### src/rtl/uart_lc_pkg.sv
package uart_lc_pkg;

    typedef enum logic [2:0] {
        PAR_NONE  = 3'd0,
        PAR_ODD   = 3'd1,
        PAR_EVEN  = 3'd2,
        PAR_MARK  = 3'd3,
        PAR_SPACE = 3'd4
    } parity_e;

    typedef enum logic [0:0] {
        TK_STOP = 1'b0,
        TK_RUN  = 1'b1
    } tk_state_e;

    // bit positions inside the line control byte
    localparam int WL_LSB    = 0;
    localparam int STOP_BIT  = 2;
    localparam int PEN_BIT   = 3;
    localparam int PSEL0_BIT = 4;
    localparam int PSEL1_BIT = 5;
    localparam int BRK_BIT   = 6;

    localparam int MIN_WORD_LEN = 5;

endpackage

### src/rtl/uart_lc_decode.sv
module uart_lc_decode
    import uart_lc_pkg::*;
#(
    parameter int DATA_W = 8,
    parameter int WLEN_W = 4
) (
    input  logic [DATA_W-1:0] lcr,
    output logic [WLEN_W-1:0] word_len,
    output logic              two_stop,
    output parity_e           parity,
    output logic              brk
);

    logic [1:0] wl_code;
    logic [1:0] psel;

    assign wl_code  = lcr[WL_LSB +: 2];
    assign word_len = WLEN_W'(wl_code) + WLEN_W'(MIN_WORD_LEN);
    assign two_stop = lcr[STOP_BIT];
    assign brk      = lcr[BRK_BIT];
    assign psel     = {lcr[PSEL1_BIT], lcr[PSEL0_BIT]};

    always_comb begin
        parity = PAR_NONE;
        if (lcr[PEN_BIT]) begin
            unique case (psel)
                2'b00: parity = PAR_ODD;
                2'b01: parity = PAR_EVEN;
                2'b10: parity = PAR_MARK;
                2'b11: parity = PAR_SPACE;
            endcase
        end
    end

endmodule

### src/rtl/uart_lc_regs.sv
module uart_lc_regs #(
    parameter int DATA_W = 8,
    parameter int ADDR_W = 3,
    parameter int DIV_W  = 2 * DATA_W
) (
    input  logic              clk,
    input  logic              rst_n,
    input  logic              wr_en,
    input  logic              rd_en,
    input  logic [ADDR_W-1:0] addr,
    input  logic [DATA_W-1:0] wr_data,
    output logic [DATA_W-1:0] rd_data,
    output logic [DATA_W-1:0] lcr_o,
    output logic [DIV_W-1:0]  div_act_o,
    output logic              apply_o,
    output logic [DIV_W-1:0]  div_new_o
);

    localparam logic [ADDR_W-1:0] OFF_DIV_LO = ADDR_W'(0);
    localparam logic [ADDR_W-1:0] OFF_DIV_HI = ADDR_W'(1);
    localparam logic [ADDR_W-1:0] OFF_LCR    = ADDR_W'(3);
    localparam int                BANK_BIT   = DATA_W - 1;

    logic [DATA_W-1:0] lcr_q;
    logic [DATA_W-1:0] div_lo_q;
    logic [DATA_W-1:0] div_hi_q;
    logic [DIV_W-1:0]  div_act_q;
    logic [DIV_W-1:0]  staged;
    logic              bank_open;
    logic              wr_lcr;
    logic              wr_lo;
    logic              wr_hi;

    assign bank_open = lcr_q[BANK_BIT];
    assign staged    = {div_hi_q, div_lo_q};
    assign wr_lcr    = wr_en && (addr == OFF_LCR);
    assign wr_lo     = wr_en && bank_open && (addr == OFF_DIV_LO);
    assign wr_hi     = wr_en && bank_open && (addr == OFF_DIV_HI);
    // closing the bank with a nonzero staged value commits it
    assign apply_o   = wr_lcr && bank_open && !wr_data[BANK_BIT] && (staged != '0);
    assign div_new_o = staged;

    always_ff @(posedge clk or negedge rst_n) begin
        if (!rst_n) begin
            lcr_q     <= '0;
            div_lo_q  <= '0;
            div_hi_q  <= '0;
            div_act_q <= '0;
        end else begin
            if (wr_lcr)  lcr_q     <= wr_data;
            if (wr_lo)   div_lo_q  <= wr_data;
            if (wr_hi)   div_hi_q  <= wr_data;
            if (apply_o) div_act_q <= staged;
        end
    end

    always_comb begin
        rd_data = '0;
        if (rd_en) begin
            if (addr == OFF_LCR)
                rd_data = lcr_q;
            else if (bank_open && (addr == OFF_DIV_LO))
                rd_data = div_lo_q;
            else if (bank_open && (addr == OFF_DIV_HI))
                rd_data = div_hi_q;
        end
    end

    assign lcr_o     = lcr_q;
    assign div_act_o = div_act_q;

endmodule

### src/rtl/uart_lc_tickgen.sv
module uart_lc_tickgen
    import uart_lc_pkg::*;
#(
    parameter int DIV_W = 16
) (
    input  logic             clk,
    input  logic             rst_n,
    input  logic             ref_en,
    input  logic             apply,
    input  logic [DIV_W-1:0] div_new,
    output logic             tick_o
);

    localparam logic [DIV_W-1:0] CNT_LAST = DIV_W'(1);

    tk_state_e        state_q;
    tk_state_e        state_d;
    logic [DIV_W-1:0] reload_q;
    logic [DIV_W-1:0] cnt_q;
    logic             tick_q;

    always_comb begin
        state_d = state_q;
        unique case (state_q)
            TK_STOP: if (apply) state_d = TK_RUN;
            TK_RUN:  state_d = TK_RUN;
        endcase
    end

    always_ff @(posedge clk or negedge rst_n) begin
        if (!rst_n) state_q <= TK_STOP;
        else        state_q <= state_d;
    end

    always_ff @(posedge clk or negedge rst_n) begin
        if (!rst_n) begin
            reload_q <= '0;
            cnt_q    <= '0;
            tick_q   <= 1'b0;
        end else if (apply) begin
            reload_q <= div_new;
            cnt_q    <= div_new;
            tick_q   <= 1'b0;
        end else if ((state_q == TK_RUN) && ref_en) begin
            if (cnt_q <= CNT_LAST) begin
                cnt_q  <= reload_q;
                tick_q <= 1'b1;
            end else begin
                cnt_q  <= cnt_q - CNT_LAST;
                tick_q <= 1'b0;
            end
        end else begin
            tick_q <= 1'b0;
        end
    end

    assign tick_o = tick_q;

endmodule

### src/rtl/uart_line_ctl.sv
module uart_line_ctl
    import uart_lc_pkg::*;
#(
    parameter int DATA_W = 8,
    parameter int ADDR_W = 3,
    parameter int WLEN_W = 4
) (
    input  logic                clk,
    input  logic                rst_n,
    input  logic                wr_en,
    input  logic                rd_en,
    input  logic [ADDR_W-1:0]   addr,
    input  logic [DATA_W-1:0]   wr_data,
    output logic [DATA_W-1:0]   rd_data,
    input  logic                ref_en,
    output logic [2*DATA_W-1:0] divisor_o,
    output logic [WLEN_W-1:0]   word_len_o,
    output logic                two_stop_o,
    output logic [2:0]          parity_o,
    output logic                break_o,
    output logic                tick_o
);

    localparam int DIV_W = 2 * DATA_W;

    logic [DATA_W-1:0] lcr;
    logic [DIV_W-1:0]  div_new;
    logic              apply;
    parity_e           parity;

    uart_lc_regs #(
        .DATA_W(DATA_W),
        .ADDR_W(ADDR_W),
        .DIV_W (DIV_W)
    ) u_regs (
        .clk      (clk),
        .rst_n    (rst_n),
        .wr_en    (wr_en),
        .rd_en    (rd_en),
        .addr     (addr),
        .wr_data  (wr_data),
        .rd_data  (rd_data),
        .lcr_o    (lcr),
        .div_act_o(divisor_o),
        .apply_o  (apply),
        .div_new_o(div_new)
    );

    uart_lc_decode #(
        .DATA_W(DATA_W),
        .WLEN_W(WLEN_W)
    ) u_decode (
        .lcr     (lcr),
        .word_len(word_len_o),
        .two_stop(two_stop_o),
        .parity  (parity),
        .brk     (break_o)
    );

    uart_lc_tickgen #(
        .DIV_W(DIV_W)
    ) u_tick (
        .clk    (clk),
        .rst_n  (rst_n),
        .ref_en (ref_en),
        .apply  (apply),
        .div_new(div_new),
        .tick_o (tick_o)
    );

    assign parity_o = parity;

endmodule

### config.mk
export PLATFORM = sky130hd
export DESIGN_NAME = uart_line_ctl
export DESIGN_NICKNAME = d
export VERILOG_FILES = /design/src/rtl/uart_lc_pkg.sv /design/src/rtl/uart_lc_decode.sv /design/src/rtl/uart_lc_regs.sv /design/src/rtl/uart_lc_tickgen.sv /design/src/rtl/uart_line_ctl.sv
export SDC_FILE = /design/constraint.sdc
export NUM_CORES = 1
export LEC_CHECK = 0
export ABC_AREA = 0
export BUFFER_PORTS_ARGS = -buffer_cell sky130_fd_sc_hd__buf_2
export CORE_MARGIN = 5
export CORE_UTILIZATION = 54
export DETAILED_ROUTE_END_ITERATION = 8
export PLACE_DENSITY = 0.75
export SLEW_MARGIN = 40
export SYNTH_ARGS = -nofsm -noshare
export SYNTH_HDL_FRONTEND = slang
export SYNTH_HIERARCHICAL = 1
export SYNTH_SLANG_ARGS = --single-unit
export TNS_END_PERCENT = 30
### constraint.sdc
create_clock -name clk -period 2.9 [get_ports clk]
set_clock_uncertainty 0.1 [all_clocks]
set_input_delay 0.29 -clock clk [delete_from_list [all_inputs] [get_ports clk]]
set_output_delay 0.29 -clock clk [all_outputs]
set_load 0.02 [all_outputs]
Yosys cells after proc, flatten, opt, wreduce, memory -nomap -nowiden
Cells that the tools add are included.
Cells by class
  add/subtract/negate cells: 2
  $lt $le $gt $ge: 1
  eq/ne operators: 5
  multiplexer cells: 14
  bitwise gates (word level): 1
  reductions and logical operators: 15
Operators by type and width (count)
  $mux 16: 3
  $mux 8: 4
  $le 16x1->1 const B: 1
  $reduce_bool 16->1: 1
  $sub 16x1->16 const B: 1
  $pmux 3 s4: 1
  $logic_and 1x1->1: 10
  $add 2x3->4 const B: 1
  $eq 2x2->1 const B: 2
  $mux 1: 4
  $eq 3x1->1 const B: 1
  $eq 3x2->1 const B: 1
  $logic_not 3->1: 1
  $mux 3: 1
  $eq 2x1->1 const B: 1
  $logic_not 2->1: 1
  $pmux 1 s2: 1
  $reduce_bool 2->1: 1
  $logic_not 1->1: 1
  $not 1->1: 1
Word-level totals
  bits in registers: 58
  bits of input ports: 16
  output and inout bits: 34
  word-level logic and storage cells: 45

Depth between registers and ports, before layout
  depth after elaboration: 7
  mapped depth: 11
  depth with buffers taken out: 8

Hierarchy
The synthesis kept the hierarchy.
Modules (own cells, without submodules)
  uart_lc_tickgen: times used 1, cells an instance 196, area each 1914.3 µm², seq. area each 850.8 µm²
  uart_lc_regs: times used 1, cells an instance 133, area each 1836.8 µm², seq. area each 1001.0 µm²
  uart_lc_decode: times used 1, cells an instance 13, area each 100.1 µm², seq. area each 0.0 µm²

Least setup slack after synthesis
No wires, ideal clock.
  path kind: flip-flop to flip-flop
  start: register u_regs.div_lo_q[1]
  end: register u_tick.cnt_q[1]
  library setup time: 129 ps
  arrival time: 2024 ps
  data required time: 2671 ps
  setup slack: 647 ps
  stages on the path, launching flop included: 11
  path buffers: 4
  period minus slack after synthesis: 2253 ps
  cells stage by stage: dfrtp_1 > nor4_1 > nand4_1 > nand2_4 > buf_6 > inv_1 > clkbuf_1 > buf_1 > buf_2 > a22oi_1 > o31ai_1
On the way
  longest elaborated chain between the ends: 3
  elaborated cells on any way between the ends: 4
  those cells by class: 1 x mux; 3 x reduce/logical
RTL lines
  start, declared: RTL line uart_lc_regs.sv:25  | logic [DATA_W-1:0] div_lo_q;
  start signal, assigned: RTL line uart_lc_regs.sv:51  | if (wr_lo) div_lo_q <= wr_data;
  $reduce_bool 16->1 (*): RTL line uart_lc_regs.sv:40  | assign apply_o = wr_lcr && bank_open && !wr_data[BANK_BIT] && (staged != '0);
  $logic_and 1x1->1 (*): RTL line uart_lc_regs.sv:40
  net apply: RTL line uart_line_ctl.sv:28  | logic apply;
  $mux 16 / $reduce_bool 2->1 (equally long branches)
  end signal, assigned: RTL line uart_lc_tickgen.sv:42  | cnt_q <= div_new;
  end signal, assigned: RTL line uart_lc_tickgen.sv:46  | cnt_q <= reload_q;
  end signal, assigned: RTL line uart_lc_tickgen.sv:49  | cnt_q <= cnt_q - CNT_LAST;
  end, declared: RTL line uart_lc_tickgen.sv:19  | logic [DIV_W-1:0] cnt_q;
The timed path passes the listed nets; every way through them passes the cells marked *.
A chain may end at the register's enable or synchronous reset.

Worst setup path in the final report
  start: register u_regs.lcr_q[7], in the netlist u_regs/lcr_o[7]
  end: register u_tick.cnt_q[11]
On the way
  longest elaborated chain between the ends: 4
  elaborated cells on any way between the ends: 5
  those cells by class: 1 x mux; 4 x reduce/logical
RTL lines
  start, declared: RTL line uart_lc_regs.sv:24  | logic [DATA_W-1:0] lcr_q;
  start signal, assigned: RTL line uart_lc_regs.sv:50  | if (wr_lcr) lcr_q <= wr_data;
  $logic_and 1x1->1 (*) (3 in a row): RTL line uart_lc_regs.sv:40
  net apply: RTL line uart_line_ctl.sv:28
  $mux 16 / $reduce_bool 2->1 (equally long branches)
Marks and branches as above.

==> metrics list <==
- Status: finished, final reports clean
* Antenna-violating nets left: 0
- No sink is reached through more buffers than the 2 on the longest clock path.
* Placer congestion estimate: 0.861
* Reg2Reg Launch Point: u_regs/lcr_o[7]$_DFFE_PN0P_
- Worst Tran Pin Value: 777 ps
- Mapped Avg Cell Area: 11.3 um2
- Clock Power Share: 0.225
- Worst-path fanout max: 17
- Measured in cells, the most critical reg-to-reg path has a length of 9.
* Hold path start: wr_data[6]
- Hold Path End: u_regs/lcr_o[6]$_DFFE_PN0P_
- Final Hold Vio Count: 0
* EDFF count, synth: 0
- Starting utilization of the core area: 0.561
- Setup fix buffers added after clock tree synthesis: 0
* Net load switching power: 1.33 mW
* Total of warnings raised by yosys: 6
- After synthesis the cells add up to 3850 um2.
- From left edge to right edge, the die measures 94.5 um.
- Max Clock Freq: 394 MHz
- The worst setup path is launched from a register.
* Quantity of I/O buffers inserted on ports: 49
* Per-cell via count in the routed design: 5.95
- The share of the Yosys chip area taken by registers is 0.481.
- For the worst-skew pair, the clock arrives at the later sink with an insertion delay of 350 ps.
* Number of clock sinks: 74
- The cell sitting at the root of the clock tree is a clkbuf_8.
- Cell Count, Final, Fillers Out: 492
- H-tree depth reported by CTS: 3
* Pre-Repair DR Iteration Count: 5
* Power per standard cell area: 805 nW/um2
- TritonCTS built the clock tree.
* Kind of path behind the tightest hold check: in -> reg
- In the synthesized netlist the async set-or-reset flop fraction comes to 1.00.
* Shortest clock period the worst path allows after layout: 2540 ps
* Overall routed net length: 9040 um
- The number of different library cells used by synthesis comes to 54.
* Setup Total Neg Slack: 0 ps
- Antenna violations before repair: 0
- Slack of the worst reg-to-reg path: 360 ps
- LEAKAGE: 2.15 nW
- Overflow left after global routing: 0
* Nets in the synthesized netlist: 364
* Layout net count: 413
- The final count of pins violating max slew was 0.
* Share of total power in sequential cells: 0.479
* Setup repair after global routing missed its margin: false
- Switch share: 0.379
* Logic gate share of total power: 0.296
- Global-route wire length before repair: 15100 um
- Hold Path Cell Cnt: 2
- In the global route stage, overall resource usage came out at 0.221.
- Ports placed on the boundary: 50
- Placed cell count: 475
- Maximum number of pins on one net before global-route repair: 75
- Yosys top cell area share: 0.481
- After synthesis the netlist holds a flip-flop and latch count of 74.
- Worst R2R End: u_tick/cnt_q[11]$_DFFE_PN0P_
* DRC Markers: 0
- Crit path largest cell delay: 560 ps
- By area the synthesized netlist is led by dfrtp_1 (48%), mux2_2 (13%), a22oi_1 (3.1%).
* Floorplan core area: 6870 um2
- At the worst endpoint, the arrival time is 2650 ps.
- Measured against its own limit, the worst slew margin works out to 0.480.
* Worst vdd ir: 0.411 mV
- Data required time at the worst endpoint: 3010 ps
* Biggest area consumer among synthesized cells: dfrtp_1
- Row Count: 30
- The number of global-route vias before repair came to 2926.
- Predominant post-synthesis flop cell: dfrtp_1
- Relative to the synthesized area, the layout overhead comes to 13.2%.
- 0 antenna diodes ended up in the layout.
- The first routing iteration left 347 violations.
* Kind of end point of the critical path: register
- Final setup violating endpoints: 0
- After technology mapping, the gate count stands at 342.
- Critical path class: reg -> reg
- Die span in y: 94.5 um
* Cell class contributing the biggest share of worst-path delay: simple AND/OR/NAND/NOR gates
- The floorplan step defined a die boundary enclosing 8920 um2.
* Crit path buf inv count: 2
- Internal cell power: 2.18 mW
* CTS clock-pin slew for the worst setup and hold paths: 80 ps
- Of the available clock period, the critical path in the final layout requires 0.876.
* Number of vias after detailed routing: 2929
- Critical-path cell list: nand2_1, nor3_4, nand2_4, inv_1, buf_4, nand2b_1, nor4_1, a221oi_1, o2bb2ai_1
- Detailed placement HPWL: 6110 um
* Slowest library cell on the worst path: dfrtp_1
- Layout cells sized above 1: 0.341
- Clock tree synthesis inserted a total of 9 buffers.
- Max-cap violations in this run came to 0.
- Power comes to 3.51 mW.
* Wire per inst: 18.4 um
-- synth_stat cells, types with 5 or more instances --
| library cell | number |
|---|---|
| nor3_1 | 6 |
| nand3_1 | 7 |
| nor4_1 | 6 |
| o21ai_0 | 23 |
| a21o_1 | 9 |
| xnor2_1 | 7 |
| a22oi_1 | 16 |
| mux2_2 | 43 |
| mux2_4 | 8 |
| inv_1 | 13 |
| nor2_1 | 25 |
| clkbuf_1 | 5 |
| nand2b_1 | 5 |
| a21oi_1 | 13 |
| dfrtp_1 | 74 |
| nand2_1 | 14 |
| mux2i_1 | 5 |
| ha_1 | 6 |
-- layer usage --
layer / share of wire / global-route usage / up-vias
met2: 0.48 / 0.358 / 124
met1: 0.44 / 0.293 / 1441
li1: - / - / 1347
met4: 0.021 / 0.0625 / 0
met5: 0 / 0 / -
met3: 0.060 / 0.0574 / 17
-- worst max path at each step --
stage | start | end | slack, ps | cells after the start
after floorplan | u_regs/div_lo_q[1]$_DFFE_PN0P_ | u_tick/cnt_q[1]$_DFFE_PN0P_ | 650 | 10
after global placement | addr[1] | u_tick/cnt_q[11]$_DFFE_PN0P_ | 430 | 10
after detailed placement | addr[1] | u_tick/cnt_q[11]$_DFFE_PN0P_ | 390 | 10
after CTS | u_regs/lcr_o[7]$_DFFE_PN0P_ | u_tick/cnt_q[11]$_DFFE_PN0P_ | 400 | 9
after global routing | u_regs/div_lo_q[5]$_DFFE_PN0P_ | u_tick/cnt_q[13]$_DFFE_PN0P_ | 110 | 7
final | u_regs/lcr_o[7]$_DFFE_PN0P_ | u_tick/cnt_q[11]$_DFFE_PN0P_ | 360 | 9
-- power groups by stage --
stage	Combinational [mW]	Clock, mW	Sequential (mW)
after global placement	1.00	0	1.68
after global routing	1.15	0.842	1.72
after CTS	1.04	0.804	1.67
after detailed placement	1.02	0	1.69
final	1.04	0.790	1.68
after floorplan	0.770	0	1.60
-- worst register-to-register path, stage by stage, from the launching register on --
cell       delay (ps)
dfrtp_1           560
nand2_1           250
nor3_4            260
nand2_4            70
inv_1             390
buf_4             250
nand2b_1          140
nor4_1             60
a221oi_1          220
o2bb2ai_1         110
-- layout by cell type, fill, tap and decap left out, types with 4 or more instances in the layout --
| master | n |
|---|---|
| clkbuf_8 | 9 |
| xnor2_1 | 7 |
| dfrtp_1 | 74 |
| a21o_1 | 9 |
| mux2i_1 | 5 |
| nor2_1 | 25 |
| buf_4 | 4 |
| buf_2 | 48 |
| nor4_1 | 6 |
| ha_1 | 6 |
| a21oi_1 | 13 |
| nand3_1 | 7 |
| inv_1 | 13 |
| nand2b_1 | 5 |
| a22oi_1 | 16 |
| mux2_2 | 43 |
| nand2_1 | 14 |
| nor3_1 | 6 |
| o21ai_0 | 23 |
| and2_1 | 4 |
| mux2_4 | 8 |
-- repair_timing --
action                                 CTS  global route
resized for setup                        0             0
endpoints found under the hold margin   74             0
hold buffers                             1             0
-- state kept, by name, summed over array words and instances (netlist names) --
name              flops
u_tick/state_q        1
u_regs/lcr_o          8
u_tick/tick_o         1
u_regs/div_hi_q       8
u_tick/reload_q      16
u_regs/div_act_o     16
u_regs/div_lo_q       8
u_tick/cnt_q         16
-- layout make-up --
cell class	count	area, um2
well taps	96	120
clock inverters	7	68.8
repair buffers	54	292
flip-flops and latches	74	1850
clock buffers	9	124
multi-input cells	239	1860
inverters	13	48.8
fillers	571	2510
-- logic make-up after synthesis --
family,after synthesis,synth area share
AND/OR/NAND/NOR,92,0.144
AO/OA/AOI/OAI,76,0.128
flip-flops,74,0.481
multiplexers,56,0.170
buffers and inverters,29,0.0374
XOR/XNOR,9,0.0205
adder cells (fa/ha/maj),6,0.0195
-- per-stage QoR --
step                      cell area, um2  hold slack [ps]  setup slack, ps  utilization
final                               4360              103              359        0.635
after global routing                4360             92.7              111        0.635
after CTS                           4360             90.7              399        0.635
after detailed placement            4160              252              387        0.605
after global placement              4150              360              428        0.605
after floorplan                     3850             -106              647            -
(Power assumes the default switching activity.)
